[src/rtl/tlbw_pkg.sv]
package tlbw_pkg;

  typedef enum logic [2:0] {
    ST_IDLE,
    ST_RD_DIR,
    ST_WT_DIR,
    ST_RD_TBL,
    ST_WT_TBL,
    ST_FILL,
    ST_DRAIN
  } walkState_e;

  typedef struct packed {
    logic acceptMiss;  // capture request fields, start walk
    logic hitResp;     // reply from lookup
    logic takeDir;     // capture directory entry frame
    logic takeTbl;     // capture leaf entry frame
    logic fillEntry;   // install and reply
    logic faultResp;   // reply with fault
    logic selTbl;      // read address selects leaf level
    logic clearAll;    // invalidate every slot
  } ctrlStrobe_t;

endpackage

[src/rtl/tlbw_ctrl.sv]
module tlbw_ctrl
  import tlbw_pkg::*;
(
  input  logic        clk,
  input  logic        rstN,
  input  logic        flush,
  input  logic        reqValid,
  input  logic        lookupHit,
  input  logic        memRspValid,
  input  logic        entryOk,
  output logic        reqReady,
  output logic        memReqValid,
  output ctrlStrobe_t strb
);

  walkState_e state, nextState;

  always_ff @(posedge clk) begin
    if (!rstN) state <= ST_IDLE;
    else       state <= nextState;
  end

  always_comb begin
    nextState    = state;
    strb         = '0;
    strb.clearAll = flush;
    strb.selTbl  = (state == ST_RD_TBL);
    reqReady     = (state == ST_IDLE) && !flush;
    memReqValid  = (state == ST_RD_DIR) || (state == ST_RD_TBL);
    unique case (state)
      ST_IDLE: begin
        if (reqValid && !flush) begin
          if (lookupHit) begin
            strb.hitResp = 1'b1;
          end else begin
            strb.acceptMiss = 1'b1;
            nextState = ST_RD_DIR;
          end
        end
      end
      ST_RD_DIR: nextState = flush ? ST_DRAIN : ST_WT_DIR;
      ST_WT_DIR: begin
        if (memRspValid) begin
          if (flush) nextState = ST_IDLE;
          else if (entryOk) begin
            strb.takeDir = 1'b1;
            nextState = ST_RD_TBL;
          end else begin
            strb.faultResp = 1'b1;
            nextState = ST_IDLE;
          end
        end else if (flush) begin
          nextState = ST_DRAIN;
        end
      end
      ST_RD_TBL: nextState = flush ? ST_DRAIN : ST_WT_TBL;
      ST_WT_TBL: begin
        if (memRspValid) begin
          if (flush) nextState = ST_IDLE;
          else if (entryOk) begin
            strb.takeTbl = 1'b1;
            nextState = ST_FILL;
          end else begin
            strb.faultResp = 1'b1;
            nextState = ST_IDLE;
          end
        end else if (flush) begin
          nextState = ST_DRAIN;
        end
      end
      ST_FILL: begin
        strb.fillEntry = !flush;
        nextState = ST_IDLE;
      end
      ST_DRAIN: if (memRspValid) nextState = ST_IDLE;
      default: nextState = ST_IDLE;
    endcase
  end


  single_read_pulse_chk: assert property (@(posedge clk) disable iff (!rstN)
    memReqValid |=> !memReqValid);


  busy_during_walk_chk: assert property (@(posedge clk) disable iff (!rstN)
    strb.acceptMiss |=> !reqReady);

endmodule

[src/rtl/tlbw_dpath.sv]
module tlbw_dpath
  import tlbw_pkg::*;
#(
  parameter int ASID_W  = 4,
  parameter int IDX_W   = 5,
  parameter int OFF_W   = 6,
  parameter int PFN_W   = 10,
  parameter int ENTRIES = 8,
  parameter int MEM_DW  = 16,
  localparam int VPN_W  = 2 * IDX_W,
  localparam int VA_W   = VPN_W + OFF_W,
  localparam int PA_W   = PFN_W + OFF_W,
  localparam int MEM_AW = PFN_W + IDX_W + 1
) (
  input  logic              clk,
  input  logic              rstN,
  input  ctrlStrobe_t       strb,
  input  logic [VA_W-1:0]   reqVaddr,
  input  logic [ASID_W-1:0] curAsid,
  input  logic [PFN_W-1:0]  dirFrame,
  input  logic [MEM_DW-1:0] memRspData,
  output logic [MEM_AW-1:0] memReqAddr,
  output logic              lookupHit,
  output logic              entryOk,
  output logic              respValid,
  output logic [PA_W-1:0]   respPaddr,
  output logic              respFault
);

  localparam int PTR_W   = (ENTRIES > 1) ? $clog2(ENTRIES) : 1;
  localparam int VLD_BIT = MEM_DW - 1;

  logic [ENTRIES-1:0] slotVld;
  logic [ASID_W-1:0]  slotAsid [ENTRIES];
  logic [VPN_W-1:0]   slotVpn  [ENTRIES];
  logic [PFN_W-1:0]   slotPfn  [ENTRIES];
  logic [PTR_W-1:0]   rrPtr;

  logic [VPN_W-1:0]   lVpn;
  logic [OFF_W-1:0]   lOff;
  logic [ASID_W-1:0]  lAsid;
  logic [PFN_W-1:0]   lDirFrame;
  logic [PFN_W-1:0]   lTblFrame;
  logic [PFN_W-1:0]   lPfn;

  logic [ENTRIES-1:0] matchVec;
  logic [PFN_W-1:0]   hitPfn;
  logic [VPN_W-1:0]   inVpn;

  assign inVpn = reqVaddr[VA_W-1:OFF_W];

  for (genvar g = 0; g < ENTRIES; g++) begin : g_cmp
    assign matchVec[g] = slotVld[g] && (slotVpn[g] == inVpn) && (slotAsid[g] == curAsid);
  end

  always_comb begin
    hitPfn = '0;
    for (int i = 0; i < ENTRIES; i++)
      if (matchVec[i]) hitPfn = hitPfn | slotPfn[i];
  end

  assign lookupHit = |matchVec;
  assign entryOk   = memRspData[VLD_BIT];

  assign memReqAddr = strb.selTbl ? {lTblFrame, lVpn[IDX_W-1:0], 1'b0}
                                  : {lDirFrame, lVpn[VPN_W-1:IDX_W], 1'b0};

  // slot storage and round-robin pointer
  always_ff @(posedge clk) begin
    if (!rstN) begin
      slotVld <= '0;
      rrPtr   <= '0;
      for (int i = 0; i < ENTRIES; i++) begin
        slotAsid[i] <= '0;
        slotVpn[i]  <= '0;
        slotPfn[i]  <= '0;
      end
    end else if (strb.clearAll) begin
      slotVld <= '0;
    end else if (strb.fillEntry) begin
      slotVld[rrPtr]  <= 1'b1;
      slotAsid[rrPtr] <= lAsid;
      slotVpn[rrPtr]  <= lVpn;
      slotPfn[rrPtr]  <= lPfn;
      rrPtr <= (rrPtr == PTR_W'(ENTRIES - 1)) ? '0 : rrPtr + PTR_W'(1);
    end
  end

  // walk context
  always_ff @(posedge clk) begin
    if (!rstN) begin
      lVpn <= '0; lOff <= '0; lAsid <= '0;
      lDirFrame <= '0; lTblFrame <= '0; lPfn <= '0;
    end else begin
      if (strb.acceptMiss) begin
        lVpn      <= inVpn;
        lOff      <= reqVaddr[OFF_W-1:0];
        lAsid     <= curAsid;
        lDirFrame <= dirFrame;
      end
      if (strb.takeDir) lTblFrame <= memRspData[PFN_W-1:0];
      if (strb.takeTbl) lPfn      <= memRspData[PFN_W-1:0];
    end
  end

  // reply registers
  always_ff @(posedge clk) begin
    if (!rstN) begin
      respValid <= 1'b0;
      respPaddr <= '0;
      respFault <= 1'b0;
    end else begin
      respValid <= strb.hitResp | strb.fillEntry | strb.faultResp;
      respFault <= strb.faultResp;
      if (strb.hitResp)        respPaddr <= {hitPfn, reqVaddr[OFF_W-1:0]};
      else if (strb.fillEntry) respPaddr <= {lPfn, lOff};
      else                     respPaddr <= '0;
    end
  end


  unique_match_chk: assert property (@(posedge clk) disable iff (!rstN)
    $onehot0(matchVec));


  flush_clears_chk: assert property (@(posedge clk) disable iff (!rstN)
    strb.clearAll |=> (slotVld == '0));


  rr_advance_chk: assert property (@(posedge clk) disable iff (!rstN)
    (strb.fillEntry && !strb.clearAll) |=>
      (rrPtr == (($past(rrPtr) == PTR_W'(ENTRIES - 1)) ? '0 : $past(rrPtr) + PTR_W'(1))));

endmodule

[src/rtl/tlbw_top.sv]
module tlbw_top
  import tlbw_pkg::*;
#(
  parameter int ASID_W  = 4,
  parameter int IDX_W   = 5,
  parameter int OFF_W   = 6,
  parameter int PFN_W   = 10,
  parameter int ENTRIES = 8,
  parameter int MEM_DW  = 16,
  localparam int VA_W   = 2 * IDX_W + OFF_W,
  localparam int PA_W   = PFN_W + OFF_W,
  localparam int MEM_AW = PFN_W + IDX_W + 1
) (
  input  logic              clk,
  input  logic              rstN,
  input  logic              flush,
  input  logic [ASID_W-1:0] curAsid,
  input  logic [PFN_W-1:0]  dirFrame,
  input  logic              reqValid,
  input  logic [VA_W-1:0]   reqVaddr,
  output logic              reqReady,
  output logic              respValid,
  output logic [PA_W-1:0]   respPaddr,
  output logic              respFault,
  output logic              memReqValid,
  output logic [MEM_AW-1:0] memReqAddr,
  input  logic              memRspValid,
  input  logic [MEM_DW-1:0] memRspData
);

  ctrlStrobe_t strb;
  logic        lookupHit;
  logic        entryOk;

  tlbw_ctrl ctrl_i (
    .clk        (clk),
    .rstN       (rstN),
    .flush      (flush),
    .reqValid   (reqValid),
    .lookupHit  (lookupHit),
    .memRspValid(memRspValid),
    .entryOk    (entryOk),
    .reqReady   (reqReady),
    .memReqValid(memReqValid),
    .strb       (strb)
  );

  tlbw_dpath #(
    .ASID_W (ASID_W),
    .IDX_W  (IDX_W),
    .OFF_W  (OFF_W),
    .PFN_W  (PFN_W),
    .ENTRIES(ENTRIES),
    .MEM_DW (MEM_DW)
  ) dpath_i (
    .clk       (clk),
    .rstN      (rstN),
    .strb      (strb),
    .reqVaddr  (reqVaddr),
    .curAsid   (curAsid),
    .dirFrame  (dirFrame),
    .memRspData(memRspData),
    .memReqAddr(memReqAddr),
    .lookupHit (lookupHit),
    .entryOk   (entryOk),
    .respValid (respValid),
    .respPaddr (respPaddr),
    .respFault (respFault)
  );


  fill_replies_chk: assert property (@(posedge clk) disable iff (!rstN)
    strb.fillEntry |=> (respValid && !respFault));


  hit_no_read_chk: assert property (@(posedge clk) disable iff (!rstN)
    strb.hitResp |=> (respValid && !memReqValid));

endmodule

[config.mk]
export PLATFORM = sky130hd
export DESIGN_NAME = tlbw_top
export DESIGN_NICKNAME = d
export VERILOG_FILES = /design/src/rtl/tlbw_pkg.sv /design/src/rtl/tlbw_ctrl.sv /design/src/rtl/tlbw_dpath.sv /design/src/rtl/tlbw_top.sv
export SDC_FILE = /design/constraint.sdc
export NUM_CORES = 1
export LEC_CHECK = 0
export ABC_AREA = 1
export BUFFER_PORTS_ARGS = -buffer_cell sky130_fd_sc_hd__buf_4
export CAP_MARGIN = 30
export CELL_PAD_IN_SITES_DETAIL_PLACEMENT = 0
export CELL_PAD_IN_SITES_GLOBAL_PLACEMENT = 1
export CORE_MARGIN = 2
export CORE_UTILIZATION = 46
export DETAILED_ROUTE_END_ITERATION = 8
export PLACE_DENSITY = 0.82
export SLEW_MARGIN = 20
export SYNTH_ARGS = -nofsm -noshare
export SYNTH_HDL_FRONTEND = slang
export SYNTH_HIERARCHICAL = 1
export SYNTH_SLANG_ARGS = --single-unit
[constraint.sdc]
create_clock -name clk -period 3 [get_ports clk]
set_clock_uncertainty 0.15 [all_clocks]
set_input_delay 0.6 -clock clk [delete_from_list [all_inputs] [get_ports clk]]
set_output_delay 0.6 -clock clk [all_outputs]
set_load 0.005 [all_outputs]
# Yosys cells after proc, flatten, opt, wreduce, memory -nomap -nowiden
# Memories as Yosys holds them, arrays and structs flattened.
# Index checks and enable logic that the tools add are counted.
op_classes:
  n_addsub: 1
  order_cmp: 2
  eq_ne: 26
  muxes: 55
  bitwise: 12
  reduce_logical: 30
op_table:
  columns: ["operator", "n"]
  rows:
  - ["10-bit two-way mux", 10]
  - ["10-bit == test", 8]
  - ["10-bit bitwise OR", 7]
  - ["16-bit two-way mux", 3]
  - ["3-bit two-way mux", 14]
  - ["4-bit == test", 8]
  - ["1-bit two-way mux", 21]
  - ["10-bit OR reduction", 2]
  - ["1-bit logical AND", 19]
  - ["3-bit one-hot mux with 6 select lines", 1]
  - ["3-bit == test, second input constant", 4]
  - ["2-bit two-way mux", 4]
  - ["8-bit bitwise OR", 1]
  - ["8-bit OR reduction", 1]
  - ["3-bit by 2-bit == test with 1-bit output, second input constant", 2]
  - ["2-bit != test, second input constant", 3]
  - ["3-bit by 4-bit < comparator with 1-bit output, second input constant", 1]
  - ["4-bit two-way mux", 1]
  - ["2-bit OR reduction", 2]
  - ["4-bit OR reduction", 1]
  - ["3-bit by 1-bit adder with 3-bit output, second input constant", 1]
  - ["1-bit demux with 3-bit select", 1]
  - ["3-bit by 1-bit == test with 1-bit output, second input constant", 1]
  - ["3-bit by 1-bit >= comparator with 1-bit output, second input constant", 1]
  - ["7 further kinds", 9]
word_totals:
  regBits: 82
  mem_bits_rw: 192
  inputBits: 51
  n_memories: 3
mem_list:
  columns: ["memory", "words", "width", "read_ports", "rd_ports_with_merged_regs", "write_ports", "line", "text"]
  rows:
  - ["dpath_i.slotPfn", 8, 10, 8, 0, 8, "tlbw_dpath.sv:36", "logic [PFN_W-1:0] slotPfn [ENTRIES];"]
  - ["dpath_i.slotVpn", 8, 10, 8, 0, 8, "tlbw_dpath.sv:35", "logic [VPN_W-1:0] slotVpn [ENTRIES];"]
  - ["dpath_i.slotAsid", 8, 4, 8, 0, 8, "tlbw_dpath.sv:34", "logic [ASID_W-1:0] slotAsid [ENTRIES];"]

# Depth between registers and ports, before layout
# Gate-level depths: netlist of run 1.
# An unclocked memory read counts as a cell.
depth:
  depth_word: 20
  mapped_depth: 20

# Hierarchy
# Netlist of run 1, hierarchy kept.
modules_own_cells:
  columns: ["mod", "instances", "cells_per_inst", "area_each_um2"]
  rows:
  - ["tlbw_dpath", 1, 1519, 12700.9]
  - ["tlbw_ctrl", 1, 53, 296.5]

# Worst setup path before layout of run 1
# OpenSTA, ideal clock, no wires.
synth_path:
  path_kind: "input to register"
  start: "in flush"
  end: "mem dpath_i.slotAsid[1][0], enable pin"
  setup_time_ns: 0.381
  arrival_ns: 2.304
  path_slack_ns: 0.165
  cell_stages: 7
  path_buffers: 2
  cell_sequence: "nor4_1 > buf_4 > nand2_4 > nor2_1 > nand3_2 > buf_2 > nand2_1"
synth_lines:
  columns: ["item", "line", "text"]
  rows:
  - ["start, declared", "tlbw_top.sv:16", "input logic flush,"]
  - ["end, declared", "tlbw_dpath.sv:34", null]

==> summary.md, run 1 <==
| Metric | Value |
|---|---|
| Total CTS buffers | `29` |
| Worst r2r dst | `dpath_i/lDirFrame[3]` |
| Die H | `172 um` |
| Worst hold path type | `input port to register` |
| Largest net degree at the start of global routing | `62` |
| Worst path cell trace | `inv_1, nand2_1, nor2_2, buf_4, nand2_1, o21ai_0, buf_4` |
| Root Buffer | `clkbuf_16` |
| Post-CTS Resized | `0` |
| Critical Path Start Type | `register` |
| Final Hold Vio Count | `0` |
| Full die area | `29600 um2` |
| Yosys cell types | `32` |
| Remaining DRCs | `0` |
| Yosys Warn Count | `6` |
| CTS Sinks | `274` |
| Die X | `172 um` |
| Critical Path AT | `2.04 ns` |
| Flops & latches, synth | `274` |
| Initial antenna violation count | `0` |
| # setup viols final | `0` |
| Vias | `10600` |
| Most frequent cells in the layout | `nand2_1, nor2_1, edfxtp_1, buf_4, inv_1` |
| Number of synthesized flops with an enable pin | `192` |
| WHS Endpoint | `dpath_i/lOff[1]` |
| Max-slew violation count | `0` |
| Num ports | `87` |
| Worst skew pair latency | `0.56 ns` |
| Vias in the first global route | `9728` |
| Top cells by area, synth | `edfxtp_1, dfxtp_1, nand2_1, nor2_1, inv_1` |
| Netlist Area Pre-Place | `13000 um2` |
| Most common cell after layout, fill and taps aside | `nand2_1` |
| Share of layout cells above drive strength 1 | `15.4%` |
| MaxCap Viol Count | `0` |
| Final instance area | `15400 um2` |
| Hold path cells | `3` |
| Gr ovfl total | `0` |
| CTS tree | `done` |
| PortBufs | `80` |
| Main synth FF type | `edfxtp_1` |
| FILL cells | `2612` |
| GR Util All Layers | `24.9%` |
| Leakage Power | `6.65 nW` |
| Cells on worst reg2reg path | `17` |
| Multi-input logic area | `4430 um2` |
| RR Startpoint | `dpath_i/slotAsid[5][1]` |
| Drt first pass iters | `6` |
| CP max stage cell | `dfxtp_1` |
| CTS clk-pin slew, worst paths | `0.06 ns` |
| Syn avg cell area | `8.27 um2` |
| Place WS | `-0.0632 ns` |
| Cts hold-fix bufs | `0` |
| Status | `finished clean` |
| Min cycle time layout | `2.79 ns` |
| Clk buf depth | `3` |
| Top cell type's share of synthesized area | `44.4%` |
| Post-Syn Instances | `1572` |
| RSZ-0062 raised after global routing | `false` |
| Via density | `5.01` |
| Sequential Area | `7410 um2` |
| DR WL/cell | `17.1 um` |
| Worst-margin pin slew | `0.581 ns` |
| GPL Wtd Cong | `0.931` |
| Critical path fanouts, max | `30` |
| Post-CTS setup buffers | `0` |
| Async set or reset register ratio after synthesis | `0%` |
| Register area share after synthesis | `57.0%` |
| PwrDens | `560 nW/um2` |
| Detail Route Antenna Nets | `0` |
| First-pass GRT wire length | `54800 um` |
| Core Area | `27800 um2` |
| Placed inst area | `14500 um2` |
| Area Growth Syn to Fin | `18.1%` |
| Area leader, netlist | `edfxtp_1` |
| Starting Density | `46.8%` |
| Post-Route WL | `36100 um` |
| Worst path required time | `2.25 ns` |
| R2R Setup Slk | `0.34 ns` |
| Num rows | `61` |
| Final Cycle Share | `92.9%` |
| Hold path startpoint | `reqVaddr[1]` |
| Violation count after the first detailed-route iteration | `1102` |
| Max frequency | `0.359 GHz` |
| Setup Crit Path Kind | `register to output pin` |
| Relative slew slack | `61.3%` |
| CP Capture Type | `output pin` |
| VDD IR max | `0.340 mV` |
| Final #Nets | `1760` |
| Syn Nets | `1625` |
| N_diodes | `0` |
| Setup WS post-layout | `0.213 ns` |
| DP HPWL | `25400 um` |
| H-Tree Depth | `1` |
| CP peak stage delay | `0.32 ns` |
-- routing by layer --
metal / wire (um) / GRT usage (%) / up-vias
met1: 15900 / 36.0 / 4869
met2: 16000 / 38.6 / 410
met3: 3360 / 4.01 / 54
met5: 0 / 0 / -
li1: - / - / 5222
met4: 881 / 7.53 / 0
-- through the flow --
stage / instances / utilization [%] / setup TNS (ns) / power [mW] / hold WS [ns]
6_report: 2107 / 55.3 / 0 / 8.60 / 0.142
5_1_grt: 2107 / 55.3 / 0 / 8.92 / 0.138
4_1_cts: 2107 / 55.3 / 0 / 8.64 / 0.131
3_5_place_dp: 2054 / 52.1 / -0.829 / 5.31 / 0.292
3_3_place_gp: 2054 / 52.1 / -0.131 / 5.29 / 0.285
2_1_floorplan: 1572 / - / 0 / 4.87 / 0.275
-- synthesized netlist by cell type (6+ instances only) --
cell type,number
a21oi_1,54
nor2_4,6
inv_1,163
nand2_1,412
nor2_2,14
buf_2,9
clkinv_1,16
edfxtp_1,192
o21ai_0,79
nand3_2,6
nand3_1,100
clkbuf_1,31
nand2_2,7
dfxtp_1,82
inv_4,9
buf_4,15
xnor2_1,10
buf_6,13
inv_2,6
nor2_1,332
-- registers in the layout, summed over array words and instances (netlist names) --
register / count
ctrl_i/state: 3
dpath_i/lAsid: 4
dpath_i/lDirFrame: 10
dpath_i/lOff: 6
dpath_i/lPfn: 10
dpath_i/lTblFrame: 10
dpath_i/lVpn: 10
dpath_i/respFault: 1
dpath_i/respPaddr: 16
dpath_i/respValid: 1
dpath_i/rrPtr: 3
dpath_i/slotAsid: 32
dpath_i/slotPfn: 80
dpath_i/slotVld: 8
dpath_i/slotVpn: 80
-- power by group --
group	switching, mW	internal (mW)	total, mW	leakage [nW]
sequential	0.0822	4.21	4.29	2.65
clock	1.44	1.93	3.37	0.436
combinational	0.613	0.332	0.945	3.57
total	2.13	6.47	8.60	6.65
-- critical path: cells and delay by family, from the launching register on --
family                 cells  cell delay [ns]
buffers and inverters      3             0.63
and+or+nand+nor            3             0.36
DFF                        1             0.32
AOI/OAI and AO/OA          1             0.17
-- layout make-up --
class / instances / area share, %
Clock buffer: 39 / 5.17
Multi-Input combinational cell: 1035 / 28.9
Sequential cell: 274 / 48.2
Timing Repair Buffer: 173 / 9.11
Clock inverter: 14 / 0.619
Inverter: 194 / 4.89
Tap cell: 378 / 3.08
-- kinds of logic after synthesis --
family          after synthesis  share of synthesized area [%]
simple gates                884                           27.7
fa+ha+maj                     2                          0.192
other cells                   1                         0.0289
compound gates              138                           5.34
buf+inv                     263                           9.04
flops                       274                           57.0
xor+xnor                     10                          0.674
-- worst max path at each step --
stage                                       from                      to  slack (ns)  cells past startpoint
after floorplan                            flush  dpath_i/slotAsid[1][0]        0.16                      7
after global placement                curAsid[2]    dpath_i/lDirFrame[6]       -0.02                     17
after detailed placement            reqVaddr[13]         dpath_i/lVpn[7]       -0.06                     17
after CTS                        ctrl_i/state[2]           memReqAddr[5]        0.24                      7
after global routing      dpath_i/slotAsid[5][1]    dpath_i/lDirFrame[2]        0.06                     17
final                            ctrl_i/state[2]           memReqAddr[5]        0.21                      7
Note: power is estimated with default switching activity, not from simulation.
==> run 2: changes to the inputs <==
--- a/config.mk
+++ b/config.mk
@@ -11,9 +11,10 @@
 export CELL_PAD_IN_SITES_DETAIL_PLACEMENT = 0
 export CELL_PAD_IN_SITES_GLOBAL_PLACEMENT = 1
 export CORE_MARGIN = 2
-export CORE_UTILIZATION = 46
+export CORE_UTILIZATION = 48
+export CTS_BUF_LIST = sky130_fd_sc_hd__clkbuf_4 sky130_fd_sc_hd__clkbuf_8
 export DETAILED_ROUTE_END_ITERATION = 8
-export PLACE_DENSITY = 0.82
+export PLACE_DENSITY = 0.85
 export SLEW_MARGIN = 20
 export SYNTH_ARGS = -nofsm -noshare
 export SYNTH_HDL_FRONTEND = slang
==> summary.md, run 2 (synthesis gave the netlist of run 1 again) <==
| Metric | Value |
|---|---|
| Setup Crit Path Kind | `register to output pin` |
| Min cycle time layout | `2.78 ns (-0.0115 ns)` |
| MaxCap Viol Count | `0 (unchanged)` |
| Biggest regs | `dpath_i/slotPfn (80), dpath_i/slotVpn (80), dpath_i/slotAsid (32)` |
| Vias in the first global route | `10100 (+3.9%)` |
| Final Hold Vio Count | `0 (unchanged)` |
| Root Buffer | `clkbuf_8` |
| VDD IR max | `0.416 mV (+22%)` |
| Final instance area | `15400 um2 (+0.48%)` |
| Detail Route Antenna Nets | `0 (unchanged)` |
| Total CTS buffers | `45 (+55%)` |
| Share of layout cells above drive strength 1 | `17.2% (+1.8 points)` |
| Post-CTS Resized | `0 (unchanged)` |
| Core Area | `26800 um2 (-3.5%)` |
| Clk buf depth | `3 (unchanged)` |
| FILL cells | `2390 (-8.5%)` |
| Max-slew violation count | `0 (unchanged)` |
| Gr ovfl total | `0 (unchanged)` |
| PortBufs | `80 (unchanged)` |
| Setup WS post-layout | `0.225 ns (+0.0115 ns)` |
| Critical Path Start Type | `register` |
| Drt first pass iters | `5 (-1)` |
| Critical path fanouts, max | `30 (unchanged)` |
| DP HPWL | `25400 um (-0.11%)` |
| Remaining DRCs | `0 (unchanged)` |
| CTS tree | `done` |
| # setup viols final | `0 (unchanged)` |
| GPL Wtd Cong | `0.876 (-5.9%)` |
| Violation count after the first detailed-route iteration | `1049 (-4.8%)` |
| Placed inst area | `14500 um2 (+0.11%)` |
| Die X | `169 um (-2.1%)` |
| N_diodes | `0 (unchanged)` |
| Final core occ | `57.6% (+2.3 points)` |
| Non-filler instance count after layout | `2104 (-0.14%)` |
| Final #Nets | `1781 (+1.2%)` |
| Leakage Power | `6.75 nW (+1.4%)` |
| Worst skew pair latency | `0.56 ns (about the same)` |
| CP Capture Type | `output pin` |
| Cts hold-fix bufs | `0 (unchanged)` |
| PnR Total Power | `8.63 mW (+0.37%)` |
| H-Tree Depth | `2 (+1)` |
| Post-CTS setup buffers | `0 (unchanged)` |
| Worst hold path type | `input port to register` |
| RSZ-0062 raised after global routing | `false` |
| Initial antenna violation count | `1 (+1)` |
| PwrDens | `560 nW/um2 (-0.11%)` |
| Num ports | `87 (unchanged)` |
| Post-Route WL | `36800 um (+2.0%)` |
| Most frequent cells in the layout | `nand2_1, nor2_1, edfxtp_1, buf_4, inv_1` |
| Place WS | `-0.0209 ns (+0.0423 ns)` |
| CTS clk-pin slew, worst paths | `0.06 ns (about the same)` |
| CP max stage cell | `o21ai_0` |
| Worst path required time | `2.25 ns (about the same)` |
| Status | `finished clean` |
| Max frequency | `0.360 GHz (+0.41%)` |
| GR Util All Layers | `26.3% (+1.4 points)` |
| CTS Sinks | `274 (unchanged)` |
| Die H | `169 um (-2.1%)` |
| Vias | `10700 (+1.2%)` |
| Num rows | `60 (-1.6%)` |
| Worst path cell trace | `inv_1, nand2_1, nor2_2, buf_4, o21ai_0, buf_4` |
| Full die area | `28400 um2 (-4.1%)` |
| Most common cell after layout, fill and taps aside | `nand2_1` |
| Crit path top cell by count | `buf_4` |
| Starting Density | `48.5% (+1.7 points)` |
| Critical Path AT | `2.03 ns (about the same)` |
| Area Growth Syn to Fin | `18.7%` |
| Via density | `5.08 (+1.4%)` |
| First-pass GRT wire length | `56400 um (+3.0%)` |
| Placed Instances | `2022 (-1.6%)` |
| Final Cycle Share | `92.5% (-0.38 points)` |
| DR WL/cell | `17.5 um (+2.2%)` |
| Largest net degree at the start of global routing | `40 (-35%)` |
| CP peak stage delay | `0.39 ns (+0.07 ns)` |
[run 2: cell types whose count changed in the layout (fill, tap and decap cells not counted)]
cell / previous run / this run
buf_12: 8 / 10
clkbuf_1: 7 / 0
buf_4: 165 / 168
clkinv_2: 4 / 2
inv_6: 2 / 0
clkinv_1: 22 / 26
clkbuf_16: 29 / 0
clkinvlp_2: 1 / 0
clkinvlp_4: 0 / 1
clkbuf_4: 0 / 12
clkbuf_8: 3 / 56
[run 2: final timing paths]
kind / to / start / cells after the start / slack, ns
worst min-delay path: dpath_i/lTblFrame[6] / memRspData[6] / 3 / 0.13
worst max register to register: dpath_i/respPaddr[14] / dpath_i/slotVpn[0][7] / 16 / 0.36
worst max-delay path: memReqAddr[5] / ctrl_i/state[2] / 6 / 0.22
worst min register to register: dpath_i/lDirFrame[9] / dpath_i/lDirFrame[9] / 2 / 0.29
[run 2: layout make-up]
cell class	instances	area [um2]	area share [%]
Sequential cell	274	7410	48.0
Multi-Input combinational cell	1035	4430	28.7
Timing Repair Buffer	178	1460	9.47
Clock buffer	68	861	5.58
Inverter	194	751	4.87
Tap cell	341	427	2.77
Clock inverter	14	85.1	0.552
[run 2: stage by stage]
step	hold slack [ns]	TNS, ns
3_5_place_dp	0.288	-0.107
2_1_floorplan	0.275	0
4_1_cts	0.105	0
3_3_place_gp	0.283	-0.000657
6_report	0.133	0
5_1_grt	0.133	0
[run 2: power by group]
group	total [mW]	internal, mW	switching (mW)
clock	3.38	1.91	1.47
sequential	4.29	4.21	0.0834
combinational	0.963	0.340	0.623
[run 2: critical path: cells and delay by family, from the launching register on]
kind | cells | cell delay, ns
buffers and inverters | 3 | 0.51
AO/OA/AOI/OAI | 1 | 0.39
AND/OR/NAND/NOR | 2 | 0.20
flip-flops | 1 | 0.36
[run 2: routing by layer]
layer  track usage, %  vias up  wire length, um
met3             5.56       77             3500
met4             8.28        2              960
met2             41.6      459            16500
li1                 -     5275                -
met1             36.5     4872            15900
met5                0        -               13
==> run 3: changes to the inputs <==
--- a/config.mk
+++ b/config.mk
@@ -10,11 +10,12 @@
 export CAP_MARGIN = 30
 export CELL_PAD_IN_SITES_DETAIL_PLACEMENT = 0
 export CELL_PAD_IN_SITES_GLOBAL_PLACEMENT = 1
+export CORE_ASPECT_RATIO = 1.4
 export CORE_MARGIN = 2
-export CORE_UTILIZATION = 48
+export CORE_UTILIZATION = 40
 export CTS_BUF_LIST = sky130_fd_sc_hd__clkbuf_4 sky130_fd_sc_hd__clkbuf_8
 export DETAILED_ROUTE_END_ITERATION = 8
-export PLACE_DENSITY = 0.85
+export PLACE_DENSITY = 0.73
 export SLEW_MARGIN = 20
 export SYNTH_ARGS = -nofsm -noshare
 export SYNTH_HDL_FRONTEND = slang
==> summary.md, run 3 (synthesis gave the netlist of run 1 again) <==
| Metric | Value |
|---|---|
| Status | `finished clean` |
| Max frequency | `0.364 GHz (+1.1%)` |
| Num ports | `87 (unchanged)` |
| Worst path required time | `2.25 ns (about the same)` |
| Gr ovfl total | `0 (unchanged)` |
| CTS tree | `done` |
| Worst-margin pin slew | `0.844 ns` |
| H-Tree Depth | `2 (unchanged)` |
| Via density | `4.92 (-3.2%)` |
| Starting Density | `40.4% (-8.1 points)` |
| Worst path cell trace | `inv_1, nand2_1, nor2_2, buf_4, nand2_1, o21ai_0, buf_4` |
| Total CTS buffers | `45 (unchanged)` |
| Root Buffer | `clkbuf_8` |
| Post-CTS Resized | `0 (unchanged)` |
| Int Pwr | `6.42 mW (-0.66%)` |
| Post-CTS setup buffers | `0 (unchanged)` |
| Largest net degree at the start of global routing | `77 (+93%)` |
| Setup Crit Path Kind | `register to output pin` |
| Leakage Power | `6.81 nW (+0.96%)` |
| Vias in the first global route | `10500 (+3.8%)` |
| Share of layout cells above drive strength 1 | `18.4% (+1.2 points)` |
| N_diodes | `0 (unchanged)` |
| PnR Total Power | `8.61 mW (-0.25%)` |
| Critical Path AT | `1.99 ns (-0.04 ns)` |
| Final Cycle Share | `91.5% (-1.0 points)` |
| Drt first pass iters | `5 (unchanged)` |
| VDD IR max | `0.393 mV (-5.6%)` |
| CP max stage cell | `dfxtp_1` |
| GPL Wtd Cong | `0.856 (-2.2%)` |
| Cts hold-fix bufs | `0 (unchanged)` |
| Critical path fanouts, max | `30 (unchanged)` |
| Area Growth Syn to Fin | `19.8%` |
| First-pass GRT wire length | `60000 um (+6.3%)` |
| CTS clk-pin slew, worst paths | `0.07 ns (about the same)` |
| Clk buf depth | `3 (unchanged)` |
| Initial antenna violation count | `0 (-1)` |
| PortBufs | `80 (unchanged)` |
| Critical Path Start Type | `register` |
| Final Hold Vio Count | `0 (unchanged)` |
| DP HPWL | `28000 um (+10%)` |
| Die H | `217 um (+29%)` |
| CP peak stage delay | `0.32 ns (-0.07 ns)` |
| MaxCap Viol Count | `0 (unchanged)` |
| CTS Sinks | `274 (unchanged)` |
| Clk pwr share | `38.8% (-0.4 points)` |
| Sw Share | `25.5% (+0.31 points)` |
| Biggest regs | `dpath_i/slotPfn (80), dpath_i/slotVpn (80), dpath_i/slotAsid (32)` |
| CP Capture Type | `output pin` |
| Full die area | `34000 um2 (+20%)` |
| Remaining DRCs | `0 (unchanged)` |
| DR WL/cell | `18.3 um (+4.6%)` |
| Min Hold Slack | `0.121 ns (-0.0119 ns)` |
| Relative slew slack | `43.7%` |
| Seq pwr share | `49.8% (about the same)` |
| Psw | `2.20 mW (+0.98%)` |
| Most frequent cells in the layout | `nand2_1, nor2_1, edfxtp_1, buf_4, inv_1` |
| FILL cells | `3160 (+32%)` |
| Detail Route Antenna Nets | `0 (unchanged)` |
| Core Area | `32200 um2 (+20%)` |
| RSZ-0062 raised after global routing | `false` |
| Setup_tns | `0 ns (unchanged)` |
| Min cycle time layout | `2.74 ns (-0.0303 ns)` |
| GR Util All Layers | `23.9% (-2.5 points)` |
| # setup viols final | `0 (unchanged)` |
| Final #Nets | `1798 (+0.95%)` |
| Most common cell after layout, fill and taps aside | `nand2_1` |
| Post-Route WL | `39900 um (+8.4%)` |
| Die X | `156 um (-7.2%)` |
| Vias | `10700 (+0.36%)` |
| PwrDens | `553 nW/um2 (-1.2%)` |
| Max-slew violation count | `0 (unchanged)` |
| Worst hold path type | `input port to register` |
| Logic pwr share | `11.4% (+0.2 points)` |
| Violation count after the first detailed-route iteration | `710 (-32%)` |
| Worst skew pair latency | `0.57 ns (about the same)` |
| Num rows | `78 (+30%)` |
[run 3: cell count changes in the layout (fill, tap and decap cells not counted), sizes merged]
cell and change:
clkinv -5, bufinv -1, buf +17, clkbuf +7
[run 3: final timing paths]
| kind | startpoint | endpoint | slack [ns] | depth (start not counted) |
|---|---|---|---|---|
| hold reg to reg | dpath_i/lDirFrame[0] | dpath_i/lDirFrame[0] | 0.30 | 2 |
| hold / removal | reqVaddr[1] | dpath_i/lOff[1] | 0.12 | 3 |
| setup / recovery | ctrl_i/state[2] | memReqAddr[8] | 0.26 | 7 |
| setup reg to reg | dpath_i/slotVpn[1][7] | dpath_i/lDirFrame[5] | 0.37 | 17 |
[run 3: worst max-delay path, delay by kind of cell, from the launching register on]
| family | cells | cell delay (ns) |
|---|---|---|
| compound gates | 1 | 0.12 |
| buf+inv | 3 | 0.62 |
| flops | 1 | 0.32 |
| simple gates | 3 | 0.36 |
[run 3: metal layers]
layer,vias to the layer above,wire length (um),GRT usage [%]
met4,0,1700,10.8
met3,88,1680,3.01
met2,284,21200,44.2
li1,5310,-,-
met1,5042,15300,27.0
met5,-,0,0
[run 3: power by group through the flow]
stage / combinational, mW / sequential [mW] / clock (mW)
2_1_floorplan: 0.523 / 4.35 / 0
3_3_place_gp: 0.978 / 4.36 / 0
3_5_place_dp: 0.988 / 4.37 / 0
4_1_cts: 0.992 / 4.29 / 3.42
5_1_grt: 1.08 / 4.30 / 3.56
6_report: 0.983 / 4.29 / 3.34
[run 3: final cells by class]
cell class / instances / area, um2 / share of cell area [%]
multi-input cells: 1035 / 4430 / 28.5
flip-flops and latches: 274 / 7410 / 47.6
inverters: 194 / 751 / 4.82
well taps: 400 / 500 / 3.21
clock inverters: 8 / 37.5 / 0.241
clock buffers: 75 / 888 / 5.71
repair buffers: 195 / 1550 / 9.96
[run 3: per-stage QoR]
step | util, % | cells | instance area (um2) | setup slack, ns
after global placement | 45.5 | 2098 | 14600 | -0.0374
final | 48.3 | 2181 | 15600 | 0.255
after floorplan | - | 1572 | 13000 | 0.165
after global routing | 48.3 | 2181 | 15600 | 0.103
after CTS | 48.3 | 2181 | 15600 | 0.211
after detailed placement | 45.5 | 2098 | 14600 | -0.0845
